===== config.mk =====
export PLATFORM = sky130hd
export DESIGN_NAME = rmii_tx_serializer
export DESIGN_NICKNAME = d
export VERILOG_FILES = /design/src/rtl/rmii_tx_pkg.sv /design/src/rtl/rmii_tx_pacer.sv /design/src/rtl/rmii_tx_dibit_shift.sv /design/src/rtl/rmii_tx_speed_hold.sv /design/src/rtl/rmii_tx_serializer.sv
export SDC_FILE = /design/constraint.sdc
export NUM_CORES = 1
export LEC_CHECK = 0
export ABC_AREA = 1
export BUFFER_PORTS_ARGS = -buffer_cell sky130_fd_sc_hd__buf_2
export CAP_MARGIN = 10
export CORE_MARGIN = 1
export CORE_UTILIZATION = 45
export DETAILED_ROUTE_END_ITERATION = 10
export PLACE_DENSITY = 0.7
export SYNTH_ARGS = -nofsm -noshare
export SYNTH_HDL_FRONTEND = slang
export SYNTH_SLANG_ARGS = --single-unit

===== constraint.sdc =====
create_clock -name clk -period 1.5 [get_ports clk]
set_clock_uncertainty 0.15 [all_clocks]
set_input_delay 0.15 -clock clk [delete_from_list [all_inputs] [get_ports clk]]
set_output_delay 0.15 -clock clk [all_outputs]
set_load 0.02 [all_outputs]

===== src/rtl/rmii_tx_pkg.sv =====
package rmii_tx_pkg;

   typedef enum logic {
      SPD_SLOW = 1'b0,
      SPD_FAST = 1'b1
   } spd_e;

   // Reference cycles per dibit for a given speed
   function automatic int unsigned cycles_per_dibit(spd_e s, int unsigned fast_div,
                                                    int unsigned slow_div);
      return (s == SPD_FAST) ? fast_div : slow_div;
   endfunction

endpackage


===== src/rtl/rmii_tx_pacer.sv =====
module rmii_tx_pacer
   import rmii_tx_pkg::*;
#(
   parameter int unsigned FAST_DIV = 1,
   parameter int unsigned SLOW_DIV = 10,
   parameter int unsigned DIBITS   = 2
) (
   input  logic clk,
   input  logic rst,
   input  spd_e spd,
   input  logic restart,
   output logic dibit_end,
   output logic nib_end
);
   localparam int unsigned PH_W  = $clog2(SLOW_DIV);
   localparam int unsigned IDX_W = $clog2(DIBITS);
   localparam logic [PH_W-1:0]  PH_FAST = PH_W'(cycles_per_dibit(SPD_FAST, FAST_DIV, SLOW_DIV) - 1);
   localparam logic [PH_W-1:0]  PH_SLOW = PH_W'(cycles_per_dibit(SPD_SLOW, FAST_DIV, SLOW_DIV) - 1);
   localparam logic [IDX_W-1:0] IDX_LAST = IDX_W'(DIBITS - 1);

   logic [PH_W-1:0]  ph;
   logic [IDX_W-1:0] idx;
   logic [PH_W-1:0]  ph_lim;

   always_comb begin
      ph_lim    = (spd == SPD_FAST) ? PH_FAST : PH_SLOW;
      dibit_end = (ph == ph_lim);
      nib_end   = dibit_end && (idx == IDX_LAST);
   end

   always_ff @(posedge clk) begin
      if (rst || restart) begin
         ph  <= '0;
         idx <= '0;
      end else if (dibit_end) begin
         ph  <= '0;
         idx <= nib_end ? '0 : idx + 1'b1;
      end else begin
         ph  <= ph + 1'b1;
      end
   end

   AST_PH_IN_RANGE: assert property (@(posedge clk) disable iff (rst)
      restart || (ph <= ph_lim));

   AST_NIB_PULSE: assert property (@(posedge clk) disable iff (rst)
      (nib_end && !restart) |=> !nib_end);

endmodule


===== src/rtl/rmii_tx_dibit_shift.sv =====
module rmii_tx_dibit_shift #(
   parameter int unsigned NIB_W     = 4,
   parameter bit          LSB_FIRST = 1'b1
) (
   input  logic             clk,
   input  logic             rst,
   input  logic             load,
   input  logic             step,
   input  logic             valid,
   input  logic [NIB_W-1:0] data,
   output logic [1:0]       txd,
   output logic             txen
);
   logic [NIB_W-1:0] sr;
   logic [NIB_W-1:0] sr_next;

   generate
      if (LSB_FIRST) begin : g_lsb
         assign txd     = sr[1:0];
         assign sr_next = sr >> 2;
      end else begin : g_msb
         assign txd     = sr[NIB_W-1 -: 2];
         assign sr_next = sr << 2;
      end
   endgenerate

   always_ff @(posedge clk) begin
      if (rst) begin
         sr   <= '0;
         txen <= 1'b0;
      end else if (load) begin
         sr   <= valid ? data : '0;
         txen <= valid;
      end else if (step) begin
         sr   <= sr_next;
      end
   end

   AST_IDLE_QUIET: assert property (@(posedge clk) disable iff (rst)
      !txen |-> (txd == 2'b00));

   AST_EN_ON_BOUNDARY: assert property (@(posedge clk) disable iff (rst)
      (txen != $past(txen)) |-> $past(load));

endmodule


===== src/rtl/rmii_tx_speed_hold.sv =====
module rmii_tx_speed_hold
   import rmii_tx_pkg::*;
(
   input  logic clk,
   input  logic rst,
   input  spd_e spd_in,
   input  logic txen,
   output spd_e spd_q,
   output logic chg
);
   assign chg = (spd_in != spd_q) && !txen;

   always_ff @(posedge clk) begin
      if (rst || chg) spd_q <= spd_in;
   end

   AST_SPEED_FROZEN: assert property (@(posedge clk) disable iff (rst)
      txen |=> $stable(spd_q));

endmodule


===== src/rtl/rmii_tx_serializer.sv =====
module rmii_tx_serializer
   import rmii_tx_pkg::*;
#(
   parameter int unsigned NIB_W     = 4,
   parameter int unsigned FAST_DIV  = 1,
   parameter int unsigned SLOW_DIV  = 10,
   parameter bit          LSB_FIRST = 1'b1
) (
   input  logic             clk,
   input  logic             rst,
   input  logic             spd_sel,
   input  logic [NIB_W-1:0] nib_data,
   input  logic             nib_valid,
   output logic             nib_req,
   output logic [1:0]       txd,
   output logic             txen
);
   localparam int unsigned DIBITS = NIB_W / 2;

   generate
      if ((NIB_W % 2) != 0 || NIB_W < 4) begin : g_bad_width
         $error("NIB_W must be even and at least 4");
      end
      if (FAST_DIV < 1 || SLOW_DIV <= FAST_DIV) begin : g_bad_div
         $error("need 1 <= FAST_DIV < SLOW_DIV");
      end
   endgenerate

   spd_e spd_q;
   logic chg;
   logic dibit_end;
   logic nib_end;
   logic load;
   logic step;

   rmii_tx_speed_hold u_speed (
      .clk    (clk),
      .rst    (rst),
      .spd_in (spd_e'(spd_sel)),
      .txen   (txen),
      .spd_q  (spd_q),
      .chg    (chg)
   );

   rmii_tx_pacer #(
      .FAST_DIV (FAST_DIV),
      .SLOW_DIV (SLOW_DIV),
      .DIBITS   (DIBITS)
   ) u_pacer (
      .clk       (clk),
      .rst       (rst),
      .spd       (spd_q),
      .restart   (chg),
      .dibit_end (dibit_end),
      .nib_end   (nib_end)
   );

   assign nib_req = nib_end && !chg && !rst;
   assign load    = nib_req;
   assign step    = dibit_end && !nib_end && !chg;

   rmii_tx_dibit_shift #(
      .NIB_W     (NIB_W),
      .LSB_FIRST (LSB_FIRST)
   ) u_shift (
      .clk   (clk),
      .rst   (rst),
      .load  (load),
      .step  (step),
      .valid (nib_valid),
      .data  (nib_data),
      .txd   (txd),
      .txen  (txen)
   );

   AST_REQ_AFTER_CHANGE: assert property (@(posedge clk) disable iff (rst)
      chg |=> !nib_req);

endmodule


==> reports/results.txt <==
Logic pwr share: 0.226
Clk pwr share: 0.301
largest net degree at the start of global routing: 8
reg2reg path depth: 11
Fin Setup TNS: -1.50 ns
worst setup slack after placement: 0.0556 ns
Fill cells: 79
Critical Path End Type: output port
Port Buffer Count: 11
relative slew slack: 0.858
Final Hold Viols: 0
Final Core Density: 0.715
Worst Hold Depth: 3
H-tree levels: 1
XOR/XNOR Fraction of Synth Area: 0.0297
Worst VDD drop: 461 uV
syn nets: 87
worst min path class: in -> reg
static leakage: 0.367 nW
Vias: 575
startpoint types: flop
Clock Sinks: 11
Arr. time, crit path: 1.37 ns
RR Startpoint: u_speed.spd_q
I/O pins: 12
status: finished, violations left
Die X: 38.2 um
worst reg2reg endpoint: u_shift.sr[1]
post-synth cell types: 23
Ant. Diodes: 0
Compound-Gate Fraction of Synth Area: 0.0594
clk buf depth: 2
DRC Markers: 0
yosys synthesis warning count: 0
Final Max Tran Viols: 0
clock slew at reported path FFs: 0.07 ns
# rows: 12
cells after synthesis: 78
total track usage: 0.206
CTS Root Cell: clkbuf_4
vias in the first global route: 505
Core Region: 1160 sq um
RePlAce Congestion: 0.672
Pre-antenna DRT Iters: 4
multi-input logic area: 350 sq um
largest family of logic cells by synthesized area: simple AND/OR/NAND/NOR gates
flip-flop and latch area: 230 sq um
GR Overflow Total: 0
Flop pwr share: 0.474
Synth Area in Simple Gates: 0.397
Hold Path Sink: u_shift.txen
Via density: 4.96
post-route antenna net violation count: 0
DR iter-0 viols: 15
hold path startpoint: nib_valid
synthesized flop and latch total: 11
Worst Max-Slew Pin Slew: 0.213 ns
Crit path required time: 1.20 ns
drt wl/cell: 11.2 um
area grow syn2layout: 40.3%
fmax: 597 MHz
CP Class: reg -> out
post-DP HPWL: 865 um
Die Ht: 38.2 um
FF-to-FF setup slack: -0.17 ns
Seq/Total Area, Yosys: 0.391
cell-internal power: 0.000481 W
Sw Ratio: 0.289
mapped cell area: 589 sq um
first-pass GRT wire length: 2.06 mm
CTS Buf Count: 3
Power Dens Cells: 819 nW/um^2
Final period util: 1.12
CTS tree: built
antenna violations before repair: 0
min cycle time layout: 1.67 ns
Hold Slack: 0.0328 ns
share of layout cells above drive strength 1: 0.441
Max FO, Critical Path: 4
Synth Area in Adders: 0.0212
worst skew pair latency: 0.27 ns
starting density of the core: 0.510
fin nets: 112
switching pwr: 0.000196 W
mux cell area share after synthesis: 0
failing checks: setup timing
unrepaired setup endpoints after global routing: true
Final Setup Violations: 11
mean post-synth cell area: 7.56 sq um
maxcap violations: 0
final wirelength: 1.30 mm
die area: 1460 sq um
PnR worst setup slack: -0.175 ns
==> synth_stat cells (all sizes together) <==
library cell  instances  area (sq um)
nand4                 2          12.5
ha                    1          12.5
buf                   2          15.0
xnor2                 1          8.76
nand3                 9          62.6
clkinv                2          7.51
a21oi                 4          20.0
inv                  10          37.5
nor2                 14          75.1
edfxtp                1          30.0
nor3                  1          5.00
dfxtp                10           200
nand3b                2          15.0
o21ai                 3          15.0
nand2                15          63.8
xor2                  1          8.76
==> cell type report <==
class | count | share of cell area
Clock buffer | 4 | 0.0318
Sequential cell | 11 | 0.278
Multi-Input combinational cell | 53 | 0.424
Tap cell | 14 | 0.0212
Inverter | 12 | 0.0545
Timing Repair Buffer | 22 | 0.191
==> layer usage <==
metal / vias up / global-route usage / share of wire
met3: 4 / 0.0407 / 0.033
met2: 13 / 0.343 / 0.48
met1: 258 / 0.246 / 0.48
met5: - / 0 / 0
li1: 300 / - / -
met4: 0 / 0.107 / 0.015
==> sequential cells by signal (all words and copies together), names as in the netlist <==
name and cells:
u_pacer.ph 4, u_shift.sr 4, u_pacer.idx 1, u_shift.txen 1
u_speed.spd_q 1
==> logic make-up (layout without fill, tap and decap cells) <==
logic type,Yosys count,after routing
AO/OA/AOI/OAI,7,7
AND/OR/NAND/NOR,43,43
adder cells (fa/ha/maj),1,1
XOR/XNOR,2,2
buffers and inverters,14,38
flip-flops,11,11
==> cells in the final DEF, fill, tap and decap left out, drive strengths merged <==
cell / Yosys / final
a21oi: 4 / 4
buf: 2 / 18
clkbuf: 0 / 4
dfxtp: 10 / 10
dlygate4sd3: 0 / 4
edfxtp: 1 / 1
ha: 1 / 1
inv: 10 / 12
nand2: 15 / 15
nand3: 9 / 9
nand3b: 2 / 2
nand4: 2 / 2
nor2: 14 / 14
nor3: 1 / 1
o21ai: 3 / 3
xnor2: 1 / 1
xor2: 1 / 1
==> per-stage QoR <==
stage | power, W | cell area, sq um | cells
4_1_cts | 0.000649 | 756 | 111
6_report | 0.000677 | 827 | 116
3_5_place_dp | 0.000432 | 659 | 102
2_1_floorplan | 0.000406 | 594 | 78
3_3_place_gp | 0.000429 | 659 | 102
5_1_grt | 0.000712 | 827 | 116
==> repair_timing <==
action,CTS,global route
endpoints found under the hold margin,4,0
pin swaps,3,13
hold buffers,4,0
setup buffers,1,5
endpoints found under the setup margin,1,11
resized for setup,7,11
==> worst max path at each step <==
stage,start,to,cells after the start,slack [ns]
floorplan,u_shift.txen,nib_req,6,0.05
global route,u_speed.spd_q,nib_req,6,-0.27
detailed placement,u_speed.spd_q,u_shift.sr[0],10,0.06
finish,u_speed.spd_q,nib_req,6,-0.17
global placement,u_speed.spd_q,nib_req,6,0.04
CTS,u_speed.spd_q,nib_req,6,-0.17
==> worst max-delay path: stages, from the launching register on <==
cell and delay (ns):
edfxtp_1 0.47, nor2_4 0.15, nor2_4 0.05, nor2_4 0.09, inv_2 0.05, nor3_2 0.13, buf_4 0.16
==> power groups by stage <==
stage	combinational [W]	sequential (W)	clock [W]
final	0.000153	0.000321	0.000204
after floorplan	0.0000823	0.000323	0
after global placement	0.000104	0.000325	0
after detailed placement	0.000106	0.000325	0
after CTS	0.000125	0.000319	0.000205
after global routing	0.000168	0.000322	0.000222
No activity file was read; power rests on OpenSTA's default activity.
